[src/rtl/hf_pkg.sv]
package hf_pkg;
  typedef enum logic {
    VIEW_STRAIGHT = 1'b0,
    VIEW_SIGNED   = 1'b1
  } hf_view_e;
endpackage

[src/rtl/hf_therm_enc.sv]
module hf_therm_enc #(
  parameter int NIB_W = 4
) (
  input  logic [(2**NIB_W)-2:0] therm,
  output logic [NIB_W-1:0]      count,
  output logic                  bubble
);
  localparam int TW = (2**NIB_W) - 1;

  logic [TW-2:0] gap;

  // a one directly above a zero marks a bubble
  genvar g;
  generate
    for (g = 0; g < TW - 1; g++) begin : g_gap
      assign gap[g] = therm[g+1] & ~therm[g];
    end
  endgenerate

  assign bubble = |gap;

  always_comb begin
    count = '0;
    for (int i = 0; i < TW; i++) begin
      count = count + NIB_W'(therm[i]);
    end
  end

  // a clean word is exactly a run of ones of length count
  always_comb begin
    if (bubble == 1'b0) begin
      clean_word_chk: assert (therm == TW'((1 << count) - 1));
    end
  end
endmodule

[src/rtl/hf_nib_latch.sv]
module hf_nib_latch #(
  parameter int W = 4
) (
  input  logic         clk,
  input  logic         rst_n,
  input  logic         load,
  input  logic [W-1:0] d,
  output logic [W-1:0] q
);
  logic [W-1:0] q_next;

  always_comb begin
    q_next = q;
    if (load) q_next = d;
  end

  always_ff @(posedge clk or negedge rst_n) begin
    if (!rst_n) q <= '0;
    else        q <= q_next;
  end


  hold_chk: assert property (@(posedge clk) disable iff (!rst_n)
    !load |=> $stable(q));
endmodule

[src/rtl/halfflash_encoder.sv]
module halfflash_encoder #(
  parameter int NIB_W = 4
) (
  input  logic                      clk,
  input  logic                      rst_n,
  input  logic [(2**NIB_W)-2:0]     coarse_therm,
  input  logic                      coarse_latch,
  input  logic [(2**NIB_W)-2:0]     fine_therm,
  input  logic                      fine_latch,
  input  logic                      bipolar,
  output logic [NIB_W-1:0]          dac_code,
  output logic [2*NIB_W-1:0]        result,
  output logic                      result_valid,
  output logic                      bubble_err
);
  import hf_pkg::*;

  localparam int RW = 2 * NIB_W;

  logic [NIB_W-1:0] coarse_cnt, fine_cnt;
  logic             coarse_bub, fine_bub;
  logic [RW-1:0]    raw_q;
  logic             valid_next, err_next;
  hf_view_e         view;

  hf_therm_enc #(.NIB_W(NIB_W)) u_enc_coarse (
    .therm(coarse_therm), .count(coarse_cnt), .bubble(coarse_bub));

  hf_therm_enc #(.NIB_W(NIB_W)) u_enc_fine (
    .therm(fine_therm), .count(fine_cnt), .bubble(fine_bub));

  hf_nib_latch #(.W(NIB_W)) u_upper (
    .clk(clk), .rst_n(rst_n), .load(coarse_latch),
    .d(coarse_cnt), .q(dac_code));

  hf_nib_latch #(.W(RW)) u_result (
    .clk(clk), .rst_n(rst_n), .load(fine_latch),
    .d({dac_code, fine_cnt}), .q(raw_q));

  always_comb begin
    valid_next = fine_latch;
    err_next   = coarse_latch ? coarse_bub : bubble_err;
    if (fine_latch) err_next = err_next | fine_bub;
  end

  always_ff @(posedge clk or negedge rst_n) begin
    if (!rst_n) begin
      result_valid <= 1'b0;
      bubble_err   <= 1'b0;
    end else begin
      result_valid <= valid_next;
      bubble_err   <= err_next;
    end
  end

  assign view   = hf_view_e'(bipolar);
  assign result = (view == VIEW_SIGNED) ? (raw_q ^ {1'b1, {(RW-1){1'b0}}}) : raw_q;


  valid_after_fine_chk: assert property (@(posedge clk) disable iff (!rst_n)
    fine_latch |=> result_valid);


  no_spurious_valid_chk: assert property (@(posedge clk) disable iff (!rst_n)
    !fine_latch |=> !result_valid);


  clean_start_chk: assert property (@(posedge clk) disable iff (!rst_n)
    (coarse_latch && !coarse_bub && !fine_latch) |=> !bubble_err);


  err_hold_chk: assert property (@(posedge clk) disable iff (!rst_n)
    (!coarse_latch && !fine_latch) |=> $stable(bubble_err));
endmodule

[config.mk]
export PLATFORM = sky130hd
export DESIGN_NAME = halfflash_encoder
export DESIGN_NICKNAME = d
export VERILOG_FILES = /design/src/rtl/hf_pkg.sv /design/src/rtl/hf_therm_enc.sv /design/src/rtl/hf_nib_latch.sv /design/src/rtl/halfflash_encoder.sv
export SDC_FILE = /design/constraint.sdc
export NUM_CORES = 1
export LEC_CHECK = 0
export CAP_MARGIN = 0
export CORE_UTILIZATION = 40
export DETAILED_ROUTE_END_ITERATION = 10
export HOLD_SLACK_MARGIN = 0.06
export PLACE_DENSITY = 0.72
export SLEW_MARGIN = 20
export SYNTH_ARGS = -nofsm -noshare
export SYNTH_HDL_FRONTEND = slang
export SYNTH_SLANG_ARGS = --single-unit
[constraint.sdc]
create_clock -name clk -period 1.02 [get_ports clk]
set_input_delay 0.204 -clock clk [delete_from_list [all_inputs] [get_ports clk]]
set_output_delay 0.204 -clock clk [all_outputs]
set_load 0.03 [all_outputs]
## Yosys cells after proc, flatten, opt, wreduce, memory -nomap -nowiden

Cells that the tools add are included.

| word-level totals | value |
|---|---|
| bits in registers | 14 |
| input port bits | 35 |
| output and inout port bits | 14 |

| cells by class | value |
|---|---|
| add/sub/neg operators | 28 |
| multiplexer cells | 3 |
| bitwise operators | 58 |
| reduce and logical (&&, ||, !) cells | 2 |

Operator list:

| cell | number |
|---|---|
| 4-bit by 1-bit adder with 4-bit output | 26 |
| 1-bit NOT | 29 |
| 1-bit bitwise AND | 28 |
| 14-bit OR reduction | 2 |
| 8-bit two-way mux | 1 |
| 1-bit by 1-bit adder with 2-bit output | 2 |
| 1-bit two-way mux | 2 |
| 1-bit bitwise OR | 1 |

## Depth between registers and ports, before layout

| depth | value |
|---|---|
| depth in word-level cells | 14 |
| gate-level depth with buffers | 14 |
| gate-level depth less buffers | 14 |

## By module

Synthesis repeated with hierarchy kept, for this count alone.

| second synthesis, totals | value |
|---|---|
| cells, all modules | 134 |
| area total of the unflattened synthesis | 1422.6 µm² |

By module, submodules not included:

| module | times used | cells each | area each (µm²) |
|---|---|---|---|
| hf_therm_enc at u_enc_coarse | 1 | 52 | 447.9 |
| hf_therm_enc at u_enc_fine | 1 | 52 | 422.9 |
| hf_nib_latch at u_result | 1 | 17 | 331.6 |
| hf_nib_latch at u_upper | 1 | 8 | 145.1 |
| halfflash_encoder | 1 | 5 | 75.1 |

## Worst setup path before layout

Ideal clock, no wire load.

| timing | value |
|---|---|
| path type | input to register |
| start point | in coarse_therm[0] |
| end point | reg u_upper.q[3] |
| setup time | 0.125 ns |
| arrival time | 3.433 ns |
| data required time | 0.895 ns |
| path slack | -2.538 ns |
| stages | 14 |
| buffers on the path | 0 |
| cell sequence | ha_1 -> inv_1 -> fa_1 -> inv_1 -> fa_1 -> inv_1 -> fa_1 -> fa_1 -> inv_1 -> ha_1 -> a21o_1 -> a21oi_2 -> xnor2_1 -> mux2_2 |

| between the ends | value |
|---|---|
| cells in the longest elaborated chain, start to end | 14 |

RTL lines:

| element | RTL line | RTL |
|---|---|---|
| start, declared | halfflash_encoder.sv:6 | `input logic [(2**NIB_W)-2:0] coarse_therm,` |
| 1-bit by 1-bit adder with 2-bit output | hf_therm_enc.sv:25 | `count = count + NIB_W'(therm[i]);` |
| 4-bit by 1-bit adder with 4-bit output (13 in a row) | hf_therm_enc.sv:25 |  |
| end signal, assigned | hf_nib_latch.sv:19 | `else q <= q_next;` |
| end, declared | hf_nib_latch.sv:8 | `output logic [W-1:0] q` |

Every way passes these cells.
A chain may end at the register's enable or synchronous reset.

## Final worst setup path

| timing | value |
|---|---|
| start point | in coarse_therm[0] |
| end point | reg u_upper.q[2] |

Same word-level chain as after synthesis.

==> results.md <==
- Hold repair after CTS inserted 0 buffers.
- Max-cap violations in this run came to 0.
- After the first detailed-routing iteration, the DRC count stood at 32.
- The proportion of synthesized chip area in sequential cells is 24.0%.
- Measured along the x axis, the die boundary spans 62.4 um.
- The type of the worst setup path is primary input to flop.
- The wire length of the first global-routing pass is 5870 um.
- The share of the clock period used by the worst path after layout is 328%.
- The number of hold violations in the final report is 0.
- The initial antenna violation count came to 0.
- The CTS buffer count is 3.
- The initial standard-cell utilization of the core is 42.7%.
- The via count of the first global-routing pass is 1407.
- The number of H-tree branching levels is 1.
- The vertical extent of the die is 62.4 um.
- The total vias in the final route is 1256.
- The final-layout worst hold slack is 236 ps.
- The slowest library cell on the worst path is sky130_fd_sc_hd__fa_2.
- 0 antenna diodes ended up in the layout.
- The net count of the finished layout is 297.
- The worst register-to-register path has a setup slack of 100 ps.
- Counting stages on the worst path, the most repeated cell is sky130_fd_sc_hd__inv_2.
- The total of flip-flops plus latches after synthesis is 14.
- In this design, the stage delay of the slowest critical-path cell is 530 ps.
- The total routing usage reported by global routing is 19.1%.
- Synthesis produced a netlist with a net count of 213.
- The number of inserted filler cells in the final layout is 264.
- The run finished, with violations left.
- The die covers 0.00389 mm^2.
- The number of iterations in the first detailed-routing pass is 4.
- The placeable core region is 0.00342 mm^2.
- Yosys mapped a number of flops with a built-in enable equal to 0.
- The worst vdd rail ir drop is 1.20 mV.
- The post-synthesis compound-gate area fraction is 8.66%.
- The routability-driven placement congestion ratio is 0.789.
- The design draws 5150 uW.
- In this run, distinct cell masters in the synthesized netlist total 24.
- Before CTS, the worst setup slack after placement is -3110 ps.
- During placement, the flow inserted port buffers numbering 48.
- The min-delay analysis places its worst path in the category primary input to async pin.
- The total count of max-transition violations in the final report was 0.
- The count of cells along the worst register-to-register path is 2.
- The cell accounting for the most synthesized area is sky130_fd_sc_hd__fa_1.
- The endpoint required time on the critical path is 1190 ps.
- The data arrival at the endpoint of the critical path is 3510 ps.
- The actual transition at the worst max-transition pin is 313 ps.
- Of all nets on the critical path, the largest fanout is 2.
- Synthesis handed over a netlist of 148 instances.
- Static timing analysis puts the maximum clock frequency at 299 MHz.
- The checks that failed: setup timing.
- The half-perimeter wire length after placement is 2800 um.
- Dividing the detail-routed wire length by the instance count gives 12.0 um.
- The share of the synthesized netlist area taken by xor and xnor gates is 3.00%.
- After floorplanning, the core was divided into 21 placement rows.
- No sink is reached through more buffers than the 2 on the longest clock path.
- In the routed design, unresolved DRC markers number 0.
- The leakage power is 0.00124 uW.
- The startpoint of the worst register-to-register path is u_upper.q[2].
- In this run the power density over the cells is 2150 mW/mm^2.
- The clock root buffer master is sky130_fd_sc_hd__clkbuf_4.
- The share of flip-flops with an asynchronous set or reset after synthesis is 100%.
- Counting both buffers and inverters, the worst setup path holds a total of 6.
- Including well taps, the total number of placed cells is 258.
- Summing the areas of all and, or, nand and nor instances in the mapped netlist gives 4.29% of the synthesized area.
- For this design, the sink count on the clock tree is 14.
- The endpoint identified for the worst register-to-register timing path is u_upper.q[2].
- The warning count from the yosys run is 0.
- The largest net degree at the start of global routing is 15.
- The critical path goes through buf_8 -> ha_4 -> inv_2 -> fa_1 -> inv_1 -> fa_2 -> fa_1 -> inv_2 -> fa_1 -> inv_2 -> ha_4 -> inv_2 -> fa_2 -> xnor2_1 -> mux2_4.
- The later pin in the worst-skew pair is clocked with a latency of 280 ps.
- The largest clock skew in the final design is 1.60 ps.
- TritonCTS built the clock tree.
- The CTS clock-pin slew for the worst setup and hold paths is 90 ps.
- After layout, the minimum clock period comes to 3340 ps.
- Across all setup checks in the final design, the least slack found is -2320 ps.
- The critical path launch point is coarse_therm[0].
- Setup repair after global routing could not meet its margin everywhere.
- After synthesis the cells add up to 0.00146 mm^2.
- The final standard cell count with taps included and fillers excluded is 277.
- In this design, the largest share of critical-path delay is due to adder cells.
- Setup violations remaining at the end of the flow were counted as 18.
- Multiplexer cells account for 9.78% of the synthesized area.
- Headroom to the max-slew limit came out at 79.0%.
- The fraction of layout instances using a drive strength above 1 is 45.9%.
- From synthesis to final layout, the design area changed by 64.4%.
- The top-area cell type share of the netlist area is 24.7%.
- The post-synthesis average cell area is 9.86 um^2.
- For this run the aggregate overflow at the end of global routing stands at 0.
- Sorting the synthesized cells by area gives the leading types as sky130_fd_sc_hd__fa_1, sky130_fd_sc_hd__dfrtp_1, sky130_fd_sc_hd__inv_1, sky130_fd_sc_hd__ha_1, sky130_fd_sc_hd__mux2_2.
- The routed design has 3330 um of wire.
- The number of nets with antenna violations after detailed routing is 0.
- The number of I/O pins is 49.
- The post-synthesis share of cell area spent on full adders, half adders and majority gates is 35.0%.
- The main combinational cell family by area after synthesis is adder cells.
- The most common flop cell mapped by yosys is sky130_fd_sc_hd__dfrtp_1.
- The detail-routed via count per cell is 4.53.
- The worst setup path is captured at a flop.
- The worst setup path is launched from a primary input.
==> cell families after synthesis <==
family	count (synthesis)
AO/OA/AOI/OAI	19
XOR/XNOR	5
adder cells (fa/ha/maj)	30
buffers and inverters	52
flip-flops	14
multiplexers	13
AND/OR/NAND/NOR	15
==> state kept, by name (all words and copies together) (netlist names) <==
name / flops
bubble_err: 1
u_upper.q: 4
result_valid: 1
u_result.q: 8
==> report_power, final <==
part	internal, uW	switching, uW
clock network	217	187
registers	812	181
logic	2060	1690
==> layer usage <==
layer / GRT usage (%) / routed length (um)
met1: 20.2 / 1230
met2: 38.7 / 1920
met3: 3.10 / 149
met4: 4.36 / 27
met5: 0 / 0
==> synth_stat cells, drive strengths merged (3+ instances only) <==
cell and n:
ha 12, dfrtp 14, mux2i 3, buf 8, mux2 10, o21ai 10
fa 18, nand2 11, xnor2 4, inv 43, a21oi 3
==> metrics by stage <==
step                      util (%)  area (um^2)  setup TNS (ps)
after global placement        63.6         2170          -24560
final                         70.2         2400          -17430
after global routing          70.2         2400          -18490
after floorplan                  -         1540          -18280
after detailed placement      63.6         2170          -25160
after CTS                     69.0         2360          -18070
==> layout make-up <==
| type | instances | area [um^2] | share of cell area (%) |
|---|---|---|---|
| well taps | 46 | 57.6 | 2.40 |
| repair buffers | 88 | 798 | 33.3 |
| multi-input cells | 82 | 992 | 41.4 |
| clock buffers | 4 | 36.3 | 1.51 |
| inverters | 43 | 164 | 6.83 |
| flip-flops and latches | 14 | 350 | 14.6 |
==> how the worst max path moves through the flow <==
| stage | to | slack [ps] | depth (start not counted) |
|---|---|---|---|
| floorplan | u_upper.q[3] | -2480 | 14 |
| global placement | u_upper.q[3] | -3020 | 15 |
| detailed placement | u_upper.q[2] | -3110 | 15 |
| CTS | u_result.q[2] | -2400 | 13 |
| global route | u_upper.q[2] | -2380 | 15 |
| finish | u_upper.q[2] | -2320 | 15 |
==> cells in the final DEF (no fill, tap or decap), types with 2 or more instances in the layout <==
| cell | n |
|---|---|
| sky130_fd_sc_hd__ha_4 | 4 |
| sky130_fd_sc_hd__clkbuf_4 | 3 |
| sky130_fd_sc_hd__o21ai_1 | 2 |
| sky130_fd_sc_hd__nand2_1 | 11 |
| sky130_fd_sc_hd__clkdlybuf4s50_1 | 9 |
| sky130_fd_sc_hd__inv_1 | 28 |
| sky130_fd_sc_hd__mux2_4 | 6 |
| sky130_fd_sc_hd__a21o_1 | 2 |
| sky130_fd_sc_hd__a21oi_2 | 2 |
| sky130_fd_sc_hd__inv_2 | 14 |
| sky130_fd_sc_hd__dlygate4sd2_1 | 18 |
| sky130_fd_sc_hd__buf_6 | 21 |
| sky130_fd_sc_hd__fa_1 | 13 |
| sky130_fd_sc_hd__mux2i_1 | 2 |
| sky130_fd_sc_hd__o21ai_0 | 7 |
| sky130_fd_sc_hd__mux2_2 | 4 |
| sky130_fd_sc_hd__nand4_1 | 2 |
| sky130_fd_sc_hd__dfrtp_1 | 14 |
| sky130_fd_sc_hd__buf_4 | 35 |
| sky130_fd_sc_hd__fa_2 | 5 |
| sky130_fd_sc_hd__buf_8 | 2 |
| sky130_fd_sc_hd__ha_1 | 8 |
| sky130_fd_sc_hd__xnor2_1 | 4 |
==> what timing repair did <==
item	CTS	global route
gates cloned	0	1
setup endpoints to repair	22	27
gates resized for setup	82	9
buffers inserted	13	3
pin swaps	28	13
No activity file was read; power rests on OpenSTA's default activity.
